### src/rtl/mdm_pkg.sv
package mdm_pkg;

  // Figure selected by the low two address bits.
  typedef enum logic [1:0] {
    SEL_SHORT = 2'd0,
    SEL_LONG  = 2'd1,
    SEL_LAST  = 2'd2,
    SEL_OPEN  = 2'd3
  } stat_sel_e;

  // Number of address bits needed to reach every figure of every channel.
  function automatic int addr_bits(input int nch);
    return ((nch > 1) ? $clog2(nch) : 1) + 2;
  endfunction

endpackage

### src/rtl/mdm_cycle_ctr.sv
module mdm_cycle_ctr #(
  parameter int W = 32
) (
  input  logic         clk,
  input  logic         rst_n,
  output logic [W-1:0] now
);

  localparam logic [W-1:0] TOP = {W{1'b1}};

  logic [W-1:0] cnt_q;

  always_ff @(posedge clk or negedge rst_n) begin
    if (!rst_n) begin
      cnt_q <= '0;
    end else if (cnt_q != TOP) begin
      cnt_q <= cnt_q + 1'b1;
    end
  end

  assign now = cnt_q;

endmodule

### src/rtl/mdm_channel.sv
module mdm_channel #(
  parameter int W = 32
) (
  input  logic         clk,
  input  logic         rst_n,
  input  logic         mask,
  input  logic [W-1:0] now,
  input  logic         fold_max,
  output logic         is_open,
  output logic [W-1:0] min_len,
  output logic [W-1:0] max_len,
  output logic [W-1:0] last_len,
  output logic [W-1:0] open_len
);

  // All-ones doubles as "no start latched" and "no minimum recorded".
  localparam logic [W-1:0] MARK = {W{1'b1}};

  logic         open_q;
  logic [W-1:0] start_q;
  logic [W-1:0] min_q;
  logic [W-1:0] max_q;
  logic [W-1:0] last_q;
  logic [W-1:0] span;
  logic [W-1:0] max_d;
  logic         opening;
  logic         closing;

  // The counter saturates, so now never falls below a latched start.
  assign span    = now - start_q;
  assign opening = mask & ~open_q;
  assign closing = ~mask & open_q;

  always_comb begin
    max_d = max_q;
    if (fold_max && open_q && (span > max_d)) max_d = span;
    if (closing && (span > max_d))            max_d = span;
  end

  always_ff @(posedge clk or negedge rst_n) begin
    if (!rst_n) begin
      open_q  <= 1'b0;
      start_q <= MARK;
      min_q   <= MARK;
      max_q   <= '0;
      last_q  <= '0;
    end else begin
      max_q <= max_d;
      if (opening) begin
        open_q  <= 1'b1;
        start_q <= now;
      end else if (closing) begin
        open_q  <= 1'b0;
        start_q <= MARK;
        last_q  <= span;
        if (span < min_q) min_q <= span;
      end
    end
  end

  assign is_open  = open_q;
  assign min_len  = min_q;
  assign max_len  = max_q;
  assign last_len = last_q;
  assign open_len = open_q ? span : '0;

endmodule

### src/rtl/mdm_read_port.sv
module mdm_read_port
  import mdm_pkg::*;
#(
  parameter int W   = 32,
  parameter int NCH = 2
) (
  input  logic                    clk,
  input  logic                    rst_n,
  input  logic                    req_valid,
  output logic                    req_ready,
  input  logic [addr_bits(NCH)-1:0] req_addr,
  output logic                    resp_valid,
  input  logic                    resp_ready,
  output logic [W-1:0]            resp_data,
  input  logic [NCH-1:0]          open_v,
  input  logic [NCH-1:0][W-1:0]   min_v,
  input  logic [NCH-1:0][W-1:0]   max_v,
  input  logic [NCH-1:0][W-1:0]   last_v,
  input  logic [NCH-1:0][W-1:0]   cur_v,
  output logic [NCH-1:0]          fold_max
);

  localparam int AW = addr_bits(NCH);
  localparam int CW = AW - 2;
  localparam logic [W-1:0] MARK = {W{1'b1}};

  logic          valid_q;
  logic [W-1:0]  data_q;
  logic          accept;
  logic [CW-1:0] ch;
  stat_sel_e     sel;
  logic [W-1:0]  pick;

  assign req_ready = ~valid_q | resp_ready;
  assign accept    = req_valid & req_ready;
  assign ch        = req_addr[AW-1:2];
  assign sel       = stat_sel_e'(req_addr[1:0]);

  always_comb begin
    pick     = '0;
    fold_max = '0;
    unique case (sel)
      SEL_SHORT: pick = (min_v[ch] == MARK) ? max_v[ch] : min_v[ch];
      SEL_LONG: begin
        pick = (open_v[ch] && (cur_v[ch] > max_v[ch])) ? cur_v[ch] : max_v[ch];
        fold_max[ch] = accept;
      end
      SEL_LAST: pick = last_v[ch];
      default:  pick = cur_v[ch];
    endcase
  end

  always_ff @(posedge clk or negedge rst_n) begin
    if (!rst_n) begin
      valid_q <= 1'b0;
      data_q  <= '0;
    end else if (accept) begin
      valid_q <= 1'b1;
      data_q  <= pick;
    end else if (resp_ready) begin
      valid_q <= 1'b0;
    end
  end

  assign resp_valid = valid_q;
  assign resp_data  = data_q;

endmodule

### src/rtl/mask_dur_mon.sv
module mask_dur_mon
  import mdm_pkg::*;
#(
  parameter int CNT_W = 32
) (
  input  logic             clk,
  input  logic             rst_n,
  input  logic             mask_i,
  input  logic             mask_x,
  input  logic             req_valid,
  output logic             req_ready,
  input  logic [2:0]       req_addr,
  output logic             resp_valid,
  input  logic             resp_ready,
  output logic [CNT_W-1:0] resp_data,
  output logic             open_i,
  output logic             open_x
);

  localparam int NCH = 2;

  logic [CNT_W-1:0]          now_cnt;
  logic [NCH-1:0]            mask_vec;
  logic [NCH-1:0]            open_vec;
  logic [NCH-1:0]            fold_vec;
  logic [NCH-1:0][CNT_W-1:0] min_vec;
  logic [NCH-1:0][CNT_W-1:0] max_vec;
  logic [NCH-1:0][CNT_W-1:0] last_vec;
  logic [NCH-1:0][CNT_W-1:0] cur_vec;

  assign mask_vec = {mask_x, mask_i};

  mdm_cycle_ctr #(.W(CNT_W)) u_ctr (
    .clk   (clk),
    .rst_n (rst_n),
    .now   (now_cnt)
  );

  for (genvar c = 0; c < NCH; c++) begin : g_chan
    mdm_channel #(.W(CNT_W)) u_chan (
      .clk      (clk),
      .rst_n    (rst_n),
      .mask     (mask_vec[c]),
      .now      (now_cnt),
      .fold_max (fold_vec[c]),
      .is_open  (open_vec[c]),
      .min_len  (min_vec[c]),
      .max_len  (max_vec[c]),
      .last_len (last_vec[c]),
      .open_len (cur_vec[c])
    );
  end

  mdm_read_port #(.W(CNT_W), .NCH(NCH)) u_rd (
    .clk        (clk),
    .rst_n      (rst_n),
    .req_valid  (req_valid),
    .req_ready  (req_ready),
    .req_addr   (req_addr),
    .resp_valid (resp_valid),
    .resp_ready (resp_ready),
    .resp_data  (resp_data),
    .open_v     (open_vec),
    .min_v      (min_vec),
    .max_v      (max_vec),
    .last_v     (last_vec),
    .cur_v      (cur_vec),
    .fold_max   (fold_vec)
  );

  assign open_i = open_vec[0];
  assign open_x = open_vec[1];

endmodule

### config.mk
export PLATFORM = sky130hd
export DESIGN_NAME = mask_dur_mon
export DESIGN_NICKNAME = d
export VERILOG_FILES = /design/src/rtl/mdm_pkg.sv /design/src/rtl/mdm_cycle_ctr.sv /design/src/rtl/mdm_channel.sv /design/src/rtl/mdm_read_port.sv /design/src/rtl/mask_dur_mon.sv
export SDC_FILE = /design/constraint.sdc
export NUM_CORES = 1
export LEC_CHECK = 0
export ABC_AREA = 1
export BUFFER_PORTS_ARGS = -buffer_cell sky130_fd_sc_hd__buf_2
export CAP_MARGIN = 25
export CORE_UTILIZATION = 50
export DETAILED_ROUTE_END_ITERATION = 7
export MAX_ROUTING_LAYER = met4
export PLACE_DENSITY = 0.66
export SLEW_MARGIN = 30
export SYNTH_ARGS = -nofsm -noshare
export SYNTH_HDL_FRONTEND = slang
export SYNTH_SLANG_ARGS = --single-unit
export TNS_END_PERCENT = 5
### constraint.sdc
create_clock -name clk -period 15.9 [get_ports clk]
set_clock_uncertainty 0.15 [all_clocks]
set_input_delay 0.795 -clock clk [delete_from_list [all_inputs] [get_ports clk]]
set_output_delay 0.795 -clock clk [all_outputs]
set_load 0.005 [all_outputs]
==> impl_metrics.sql <==
INSERT INTO impl_metrics (metric_group, metric, value, unit) VALUES
('outcome', 'run_status', 'finished clean', ''),
('clocking', 'cts_buffers', '41', ''),
('floorplanning', 'start_util', '0.5107', ''),
('setup_path', 'end_kind', 'register', ''),
('floorplanning', 'die_height', '234.8', 'um'),
('timing', 'timing.final.crit_period', '7.195', 'ns'),
('clocking', 'worst_setup_hold_path_clk_slew', '0.06', 'ns'),
('layout', 'layout.nets', '4464', ''),
('yosys', 'yosysSeqAreaShare', '0.3041', ''),
('drt', 'first_iter_violations', '2831', ''),
('yosys', 'synth_warnings', '0', ''),
('clocking', 'cts_hold_repair.buffers', '0', ''),
('drt', 'ant_nets', '0', ''),
('timing', 'finalMaxSlewViolations', '0', ''),
('yosys', 'syn-instance-count', '4162', ''),
('yosys', 'most_repeated_cell_in_the_gate_level_netlist_after_synthesis', 'nand2_1', ''),
('yosys', 'yosysUniqueCellTypes', '44', ''),
('power_and_ir_drop', 'total_leakage_power', '0.01650', 'uW'),
('setup_path', 'r2r_setup_slack', '8.70', 'ns'),
('place', 'port-buffer-count', '44', ''),
('setup_path', 'crit-reg2reg-capture', 'g_chan[1].u_chan.max_len[25]', ''),
('floorplanning', 'top_level_ports', '45', ''),
('place', 'place_inst', '4807', ''),
('timing', 'final_worst_path_cycle_share', '0.4525', ''),
('clocking', 'cts.sink_count', '323', ''),
('setup_path', 'worst_r2r_startpoint', 'u_ctr.now[0]', ''),
('clocking', 'clock_path_buffers', '3', ''),
('timing', 'finalSetupViolCount', '0', ''),
('setup_path', 'path_max_fanout', '32', ''),
('yosys', 'cell_taking_the_most_area_after_synthesis', 'nand2_1', ''),
('run', 'cap_viol_max_count', '0', ''),
('clocking', 'post_cts.repair.setup_buffers', '0', ''),
('global_route', 'grt_overflow', '0', ''),
('layout', 'multiInputGateArea', '0.01589', 'sq mm'),
('timing', 'holdWs', '0.07923', 'ns'),
('power_and_ir_drop', 'max-vdd-ir-drop', '0.00009235', 'V'),
('layout', 'finish.cell_count_without_fillers', '4886', ''),
('clocking', 'cts_htree_levels', '2', ''),
('layout', 'num-fill-cells', '5367', ''),
('setup_path', 'critical_path_arrival', '7.57', 'ns'),
('yosys', 'syn_avg_cell_area', '6.513', 'sq um'),
('yosys', 'synth.top_cells.by_area', 'nand2_1 21%, dfrtp_1 18%, ha_1 13%, dfstp_2 12%, inv_1 9.2%', ''),
('global_route', 'grt_pass1_vias', '25140', ''),
('yosys', 'synth.cells.most_frequent', '1490 x nand2_1, 662 x inv_1, 308 x o21ai_0', ''),
('clocking', 'clock_latency', '0.59', 'ns'),
('setup_path', 'critical_path_cell_with_the_highest_stage_delay', 'nor4_1', ''),
('drt', 'dr_total_vias', '27070', ''),
('floorplanning', 'die_w', '234.8', 'um'),
('setup_path', 'critical-path-max-stage-delay', '0.55', 'ns'),
('drt', 'detail_route.vias_per_cell', '5.540', ''),
('clocking', 'tritoncts', 'built', ''),
('layout', 'final_design_area_no_fill', '0.02951', 'sq mm'),
('clocking', 'ctsResizeCount', '0', ''),
('global_route', 'antenna_found_initial', '1', ''),
('global_route', 'grt_first_pass_wirelength', '150.8', 'mm'),
('setup_path', 'crit_top_cell', 'nand2_1', ''),
('timing', 'max_clock_freq', '0.1390', 'GHz'),
('yosys', 'synth_top_cell_area_share', '0.2063', ''),
('setup_path', 'sort_of_element_at_the_start_of_the_critical_path', 'register', ''),
('worst_hold_path', 'holdCritPathClass', 'in2async', ''),
('setup_path', 'critPathRequiredTime', '16.27', 'ns'),
('drt', 'wl_per_cell', '20.29', 'um'),
('global_route', 'gr-usage-all-layers', '0.3697', ''),
('timing', 'measured_slew_at_the_worst_slew_check_pin', '1.027', 'ns'),
('floorplanning', 'core.rowCount', '84', ''),
('clocking', 'cts.root.buffer_cell', 'clkbuf_16', ''),
('yosys', 'synthesis.nets', '4462', ''),
('timing', 'grt_setup_unrepaired', 'false', ''),
('drt', 'drt_wl_total', '99.12', 'mm'),
('timing', 'timing.slew.headroom', '0.3154', ''),
('layout', 'finish.utilization', '0.5560', '');
-- layer usage --
layer	wire length [um]	GRT usage	up-vias
met5	0	-	-
met4	4132	0.1459	0
met3	7334	0.04464	196
met2	43130	0.5572	1087
met1	44520	0.5051	12480
li1	-	-	13310
-- worst max-delay path by stage --
stage | from | to | slack, ns | cells after the start
floorplan | u_ctr.now[0] | g_chan[1].u_chan.max_len[2] | 10.88 | 36
global placement | u_ctr.now[0] | g_chan[1].u_chan.max_len[30] | 8.88 | 36
detailed placement | u_ctr.now[0] | g_chan[1].u_chan.max_len[25] | 8.77 | 36
CTS | u_ctr.now[0] | g_chan[1].u_chan.max_len[25] | 8.71 | 36
global route | u_ctr.now[0] | g_chan[1].u_chan.max_len[16] | 8.20 | 36
finish | u_ctr.now[0] | g_chan[1].u_chan.max_len[25] | 8.70 | 36
-- logic make-up after synthesis --
kind of cell               share of synthesized area
xor gates and xnor gates                    0.007108
adders and majority gates                     0.1349
DFF                                           0.3041
AOI/OAI and AO/OA                             0.1232
and+or+nand+nor                               0.3200
buffers and inverters                         0.1107
-- cell type report --
cell class                      count  share of cell area
Antenna cell                        1          0.00008480
Clock inverter                     23            0.009922
Timing Repair Buffer               77             0.01849
Sequential cell                   323              0.2793
Tap cell                          688             0.02917
Multi-Input combinational cell   3056              0.5386
Inverter                          665             0.08459
Clock buffer                       53             0.03977
-- state kept, by name, indices dropped and copies added (netlist names) --
signal and cells:
g_chan.u_chan.last_len 64, g_chan.u_chan.max_len 64, u_ctr.now 32, g_chan.u_chan.is_open 2, u_rd.resp_valid 1, g_chan.u_chan.start_q 64
g_chan.u_chan.min_len 64, u_rd.resp_data 32
-- per-stage QoR --
stage          total power [uW]  worst slack (ns)
2_1_floorplan              2395             10.88
3_3_place_gp               2992             8.882
3_5_place_dp               3007             8.772
4_1_cts                    4056             8.715
5_1_grt                    4366             8.200
6_report                   4082             8.705
-- critical path, delay by kind of cell, from the launching register on --
kind / cells / cell delay (ns)
AND/OR/NAND/NOR: 25 / 3.54
flip-flops: 1 / 0.45
adder cells (fa/ha/maj): 4 / 1.16
buffers and inverters: 6 / 1.56
AO/OA/AOI/OAI: 1 / 0.20
-- layout by cell type (no fill, tap or decap), types with 10 or more instances in the layout --
cell type	count
nand2_1	1489
nand3b_1	14
a21oi_1	183
xor2_1	19
or2_2	10
a22oi_1	60
nor4_1	13
o21ai_0	308
o21ai_1	14
nor2_1	206
a31oi_1	13
buf_2	42
dfstp_2	128
ha_1	289
nand4_1	39
dfrtp_1	195
buf_4	30
clkbuf_16	43
nand3_1	292
nor3_1	46
inv_1	659
-- power breakdown --
part           leakage, uW  total [uW]  switching (uW)  internal, uW
registers          0.00359        1270             122          1150
logic               0.0122        1780            1250           533
clock network     0.000724        1030             411           621
Note: power is estimated with default switching activity, not from simulation.
